[src/rtl/npc_pkg.sv]
package npc_pkg;
  localparam int KIND_W = 4;

  typedef enum logic [KIND_W-1:0] {
    K_SEQ  = 4'd0,
    K_BEQ  = 4'd1,
    K_BNE  = 4'd2,
    K_FPT  = 4'd3,
    K_FPF  = 4'd4,
    K_JMP  = 4'd5,
    K_CALL = 4'd6,
    K_JREG = 4'd7
  } flow_kind_e;

  typedef enum logic [1:0] {
    SEL_SEQ    = 2'd0,
    SEL_REL    = 2'd1,
    SEL_REGION = 2'd2,
    SEL_REG    = 2'd3
  } tgt_sel_e;
endpackage

[src/rtl/npc_cond_eval.sv]
module npc_cond_eval
  import npc_pkg::*;
#(
  parameter int DATA_W = 32
) (
  input  logic [KIND_W-1:0] kind,
  input  logic [DATA_W-1:0] opa,
  input  logic [DATA_W-1:0] opb,
  input  logic              fpcc,
  output logic              take
);
  logic same;
  assign same = (opa == opb);

  always_comb begin
    case (flow_kind_e'(kind))
      K_BEQ:   take = same;
      K_BNE:   take = !same;
      K_FPT:   take = fpcc;
      K_FPF:   take = !fpcc;
      default: take = 1'b0;
    endcase
  end
endmodule

[src/rtl/npc_sel_decode.sv]
module npc_sel_decode
  import npc_pkg::*;
(
  input  logic [KIND_W-1:0] kind,
  input  logic              take,
  output tgt_sel_e          sel,
  output logic              link_we
);
  always_comb begin
    link_we = 1'b0;
    case (flow_kind_e'(kind))
      K_BEQ, K_BNE, K_FPT, K_FPF: sel = take ? SEL_REL : SEL_SEQ;
      K_JMP:                      sel = SEL_REGION;
      K_CALL: begin
        sel     = SEL_REGION;
        link_we = 1'b1;
      end
      K_JREG:                     sel = SEL_REG;
      default:                    sel = SEL_SEQ;
    endcase
  end
endmodule

[src/rtl/npc_target_calc.sv]
module npc_target_calc
  import npc_pkg::*;
#(
  parameter int ADDR_W = 32,
  parameter int IMM_W  = 16,
  parameter int JF_W   = 26,
  parameter int ALIGN  = 2
) (
  input  logic [ADDR_W-1:0] pc,
  input  logic [IMM_W-1:0]  imm,
  input  logic [JF_W-1:0]   jfield,
  input  logic [ADDR_W-1:0] rjump,
  input  tgt_sel_e          sel,
  output logic [ADDR_W-1:0] npc,
  output logic [ADDR_W-1:0] link
);
  localparam int EXT_W    = ADDR_W - IMM_W - ALIGN;
  localparam int REGION_W = ADDR_W - JF_W - ALIGN;
  localparam logic [ADDR_W-1:0] STEP = ADDR_W'(1) << ALIGN;

  logic [ADDR_W-1:0] seq_pc;
  logic [ADDR_W-1:0] rel_off;
  logic [ADDR_W-1:0] rel_pc;
  logic [ADDR_W-1:0] region_pc;

  assign seq_pc  = pc + STEP;
  assign rel_off = {{EXT_W{imm[IMM_W-1]}}, imm, {ALIGN{1'b0}}};
  assign rel_pc  = seq_pc + rel_off;

  generate
    if (REGION_W > 0) begin : g_region
      assign region_pc = {seq_pc[ADDR_W-1 -: REGION_W], jfield, {ALIGN{1'b0}}};
    end else begin : g_flat
      assign region_pc = ADDR_W'({jfield, {ALIGN{1'b0}}});
    end
  endgenerate

  always_comb begin
    case (sel)
      SEL_REL:    npc = rel_pc;
      SEL_REGION: npc = region_pc;
      SEL_REG:    npc = rjump;
      default:    npc = seq_pc;
    endcase
  end

  assign link = seq_pc;
endmodule

[src/rtl/npc_out_reg.sv]
module npc_out_reg #(
  parameter int ADDR_W = 32
) (
  input  logic              clk,
  input  logic              rst_n,
  input  logic              in_valid,
  output logic              in_ready,
  input  logic [ADDR_W-1:0] d_npc,
  input  logic              d_we,
  input  logic [ADDR_W-1:0] d_link,
  output logic              out_valid,
  input  logic              out_ready,
  output logic [ADDR_W-1:0] out_npc,
  output logic              out_link_we,
  output logic [ADDR_W-1:0] out_link
);
  assign in_ready = !out_valid || out_ready;

  always_ff @(posedge clk) begin
    if (!rst_n) begin
      out_valid   <= 1'b0;
      out_npc     <= '0;
      out_link_we <= 1'b0;
      out_link    <= '0;
    end else if (in_valid && in_ready) begin
      out_valid   <= 1'b1;
      out_npc     <= d_npc;
      out_link_we <= d_we;
      out_link    <= d_link;
    end else if (out_ready) begin
      out_valid   <= 1'b0;
    end
  end
endmodule

[src/rtl/npc_gen.sv]
module npc_gen
  import npc_pkg::*;
#(
  parameter int ADDR_W = 32,
  parameter int IMM_W  = 16,
  parameter int JF_W   = 26
) (
  input  logic                 clk,
  input  logic                 rst_n,
  input  logic                 in_valid,
  output logic                 in_ready,
  input  logic [ADDR_W-1:0]    in_pc,
  input  logic [IMM_W-1:0]     in_imm,
  input  logic [JF_W-1:0]      in_jfield,
  input  logic [ADDR_W-1:0]    in_rjump,
  input  logic [ADDR_W-1:0]    in_opa,
  input  logic [ADDR_W-1:0]    in_opb,
  input  logic                 in_fpcc,
  input  logic [KIND_W-1:0]    in_kind,
  output logic                 out_valid,
  input  logic                 out_ready,
  output logic [ADDR_W-1:0]    out_npc,
  output logic                 out_link_we,
  output logic [ADDR_W-1:0]    out_link
);
  logic              take;
  tgt_sel_e          sel;
  logic              we_c;
  logic [ADDR_W-1:0] npc_c;
  logic [ADDR_W-1:0] link_c;

  npc_cond_eval #(.DATA_W(ADDR_W)) u_cond (
    .kind(in_kind), .opa(in_opa), .opb(in_opb), .fpcc(in_fpcc), .take(take)
  );

  npc_sel_decode u_sel (
    .kind(in_kind), .take(take), .sel(sel), .link_we(we_c)
  );

  npc_target_calc #(.ADDR_W(ADDR_W), .IMM_W(IMM_W), .JF_W(JF_W), .ALIGN(2)) u_tgt (
    .pc(in_pc), .imm(in_imm), .jfield(in_jfield), .rjump(in_rjump),
    .sel(sel), .npc(npc_c), .link(link_c)
  );

  npc_out_reg #(.ADDR_W(ADDR_W)) u_out (
    .clk(clk), .rst_n(rst_n), .in_valid(in_valid), .in_ready(in_ready),
    .d_npc(npc_c), .d_we(we_c), .d_link(link_c),
    .out_valid(out_valid), .out_ready(out_ready),
    .out_npc(out_npc), .out_link_we(out_link_we), .out_link(out_link)
  );
endmodule

[config.mk]
export PLATFORM = sky130hd
export DESIGN_NAME = npc_gen
export DESIGN_NICKNAME = d
export VERILOG_FILES = /design/src/rtl/npc_pkg.sv /design/src/rtl/npc_cond_eval.sv /design/src/rtl/npc_sel_decode.sv /design/src/rtl/npc_target_calc.sv /design/src/rtl/npc_out_reg.sv /design/src/rtl/npc_gen.sv
export SDC_FILE = /design/constraint.sdc
export NUM_CORES = 1
export LEC_CHECK = 0
export ABC_AREA = 1
export BUFFER_PORTS_ARGS = -buffer_cell sky130_fd_sc_hd__buf_2
export CORE_MARGIN = 4
export CORE_UTILIZATION = 53
export DETAILED_ROUTE_END_ITERATION = 6
export PLACE_DENSITY = 0.81
export SYNTH_ARGS = -nofsm -noshare
export SYNTH_HDL_FRONTEND = slang
export SYNTH_SLANG_ARGS = --single-unit
export TNS_END_PERCENT = 1
[constraint.sdc]
create_clock -name clk -period 6.76 [get_ports clk]
set_input_delay 1.352 -clock clk [delete_from_list [all_inputs] [get_ports clk]]
set_output_delay 1.352 -clock clk [all_outputs]
set_load 0.005 [all_outputs]
==> run_results.csv <==
group,metric,value,unit
sta,drv_slew,0,
grt,grt_antenna_before_repair,0,
logic_synthesis,yosysTopAreaCellShare,0.223,
cells_and_area,multi_input_area,4570,sq um
logic_synthesis,syn_area_per_cell,5.66,sq um
clock_tree,cts_buffers,9,
setup_path,critPathSlowestCell,"ha_1",
sta,final_hold_viol_count,0,
sta,tightest_slew,1.26,ns
worst_hold_path,hold_end,"u_out.out_npc[9]$_SDFFE_PN0P_",
pwr,netSwitchingPower,0.546,mW
die,core_region_area,12600,sq um
setup_path,cpPeakStageDelay,0.40,ns
logic_synthesis,synth_edf_count,0,
logic_synthesis,synth.area.top_cells,"nand2_1 22%, dfxtp_1 19%, inv_1 11%, a21oi_1 6.7%, nand3_1 6.4%",
grt,grt_pass1_vias,8082,
clock_tree,hold_buffers,0,
routing,drtPass1Iterations,6,
pwr,vdd_ir_drop_max,0.128,mV
setup_path,crit_family,"simple AND/OR/NAND/NOR gates",
routing,drtAntennaViolNets,0,
run_status,status,"finished clean",
pwr,p_leak,4.83,nW
cells_and_area,antenna_cells,0,
clock_tree,clk_pin_slew_worst_paths,0.06,ns
setup_path,cp_max_fo,6,
cells_and_area,area_growth,23.9,%
die,dieArea,14800,sq um
worst_hold_path,hold_depth,2,
routing,avgViaCountPerCell,5.31,
setup_path,cp.required,6.98,ns
sta,fin_worst_skew,0.00695,ns
clock_tree,clock_latency,0.35,ns
logic_synthesis,syn_inst,1207,
pwr,seq_power_share,0.292,
sta,setup_tns,0,ns
setup_path,path_common_cell,"nand2_1",
placed_design,post-place-cells,1595,
die,die_y,122,um
setup_path,start_kind,"input port",
flow_run,max_cap_viol_count,0,
setup_path,critPathCaptureType,"flip-flop",
routing,finalWirelength,26500,um
cells_and_area,instances_no_fill,1611,
sta,min_period,4.56,ns
clock_tree,cts-root-buf,"clkbuf_16",
logic_synthesis,synthesis.nets,1421,
die,fp-row-count,41,
logic_synthesis,ys_warn_count,0,
cells_and_area,fill_cells,1273,
grt,grt_usage,0.353,
logic_synthesis,yosysMostFrequentCell,"nand2_1",
grt,grt_pass1_wl,40800,um
clock_tree,tritoncts,"done",
pwr,p_sw_frac,0.364,
cells_and_area,seq_area,1320,sq um
logic_synthesis,ys_ff_latch,66,
setup_path,path_cells,"buf_2 > ha_1 > inv_1 > nor3_4 > nand2_1 > inv_1 > nand3_1 > nand2_1 > inv_1 > ha_1 > nand2_1 > nor2_1 > inv_1 > nor2_1 > nand4_1 > nand4_1 > nand2_1 > a21oi_1 > nand2_1 > nand2_1 > a21oi_1",
sta,setup_violations,0,
cells_and_area,drive_gt1_frac,0.208,
worst_hold_path,min_from,"u_out.out_npc[9]$_SDFFE_PN0P_",
clock_tree,cts_max_path_buffers,2,
pwr,p_int,0.954,mW
grt,grt_remaining_overflow,0,
logic_synthesis,yosysSeqAreaShare,0.193,
sta,period_share,0.674,
clock_tree,cts.sinks,66,
routing,routedWlPerCell,16.4,um
die,initial_utilization,0.541,
die,die_w,122,um
cells_and_area,fin_nets,1648,
logic_synthesis,ys_async_sr_fraction,0,
setup_path,critical_path_arrival,4.77,ns
routing,drtIter0Drc,741,
placed_design,port_buffers,245,
sta,slew-limit-headroom,0.158,
cells_and_area,finalInstanceArea,8470,sq um
placed_design,dpl_cell_area,8130,sq um
clock_tree,h-tree-depth,3,
logic_synthesis,synth_area_leader_cell,"nand2_1",
pwr,combPwrFrac,0.345,
worst_hold_path,hp-class,"flip-flop to flip-flop",
logic_synthesis,yosysUniqueCellTypes,40,
pwr,clockPowerShare,0.362,
clock_tree,cts_setup_buffers,0,
sta,max_clock_freq,219,MHz
routing,drc,0,
setup_path,crit_buf_inv,5,
die,io_pins,246,
pwr,p_per_area,177,nW/um^2
routing,vias,8548,
grt,grt_max_degree,92,
setup_path,timing.rr.end,"u_out.out_npc[30]$_SDFFE_PN0P_",
logic_synthesis,netlist_area,6830,sq um
placed_design,gp_congestion,1.04,
setup_path,reg2reg_depth,9,
sta,hold_ws,0.465,ns
clock_tree,post_cts_resized,0,
sta,rsz0062_at_grt,"no",
setup_path,crit_type,"input port to flip-flop",
setup_path,r2r_slack,4.57,ns
setup_path,r2r-start,"u_out.out_valid$_SDFFE_PN0P_",
logic_synthesis,synth_common_cells,"406 x nand2_1, 199 x inv_1, 95 x nor2_1",
logic_synthesis,yosys_most_used_dff,"dfxtp_1",
placed_design,dpl.hpwl,21300,um
## metrics by stage
step            util  setup WS, ns  total power [mW]
2_1_floorplan      -          2.97             0.762
3_3_place_gp   0.644          2.07             0.947
3_5_place_dp   0.644          2.08             0.952
4_1_cts        0.671          2.32              1.49
5_1_grt        0.671          2.01              1.58
6_report       0.671          2.20              1.50
## how the worst max path moves through the flow
stage	cells past startpoint	from	to	slack [ns]
2_1_floorplan	22	in_pc[2]	u_out.out_npc[28]$_SDFFE_PN0P_	2.97
3_5_place_dp	21	in_pc[2]	u_out.out_npc[22]$_SDFFE_PN0P_	2.08
6_report	21	in_pc[2]	u_out.out_npc[22]$_SDFFE_PN0P_	2.20
5_1_grt	21	in_pc[2]	u_out.out_npc[22]$_SDFFE_PN0P_	2.01
3_3_place_gp	21	in_pc[2]	u_out.out_npc[22]$_SDFFE_PN0P_	2.07
4_1_cts	21	in_pc[2]	u_out.out_npc[22]$_SDFFE_PN0P_	2.32
## sequential cells by signal, summed over array words and instances (netlist names)
| register | count |
|---|---|
| u_out.out_link | 32 |
| u_out.out_npc | 32 |
| u_out.out_link_we | 1 |
| u_out.out_valid | 1 |
## layout make-up
class | count | share of cell area
Multi-Input combinational cell | 903 | 0.540
Sequential cell | 66 | 0.156
Timing Repair Buffer | 248 | 0.148
Inverter | 206 | 0.0913
Clock buffer | 10 | 0.0282
Tap cell | 172 | 0.0254
Clock inverter | 6 | 0.0112
## worst min-delay path, stage by stage (launching register included)
cell	delay [ns]
dfxtp_1	0.31
nand2_1	0.06
a21oi_1	0.05
## placed cells by master (no fill, tap or decap), drive strengths merged, types with 24 or more instances in the layout
master	n
a21oi	101
nand2	408
nor2	101
inv	206
ha	34
nand3	89
dfxtp	66
nand4	24
buf	248
o21ai	42
## logic make-up after synthesis
group                    Yosys count  synth area share
flip-flops                        66             0.193
buffers and inverters            238             0.137
AO/OA/AOI/OAI                    182             0.157
XOR/XNOR                          38            0.0487
adder cells (fa/ha/maj)           35            0.0652
AND/OR/NAND/NOR                  648             0.399
## power by group through the flow
stage               logic, mW  registers [mW]  clock network (mW)
global route            0.577           0.442               0.558
detailed placement      0.506           0.446                   0
global placement        0.500           0.446                   0
CTS                     0.510           0.438               0.544
floorplan               0.314           0.448                   0
finish                  0.518           0.439               0.543
## metal layers
layer	share of wire	track usage	up-vias
met5	0	0	-
met4	0.045	0.151	0
met3	0.084	0.0641	72
met2	0.45	0.556	390
met1	0.43	0.475	3811
li1	-	-	4275
Power figures use the tool's default switching activity.
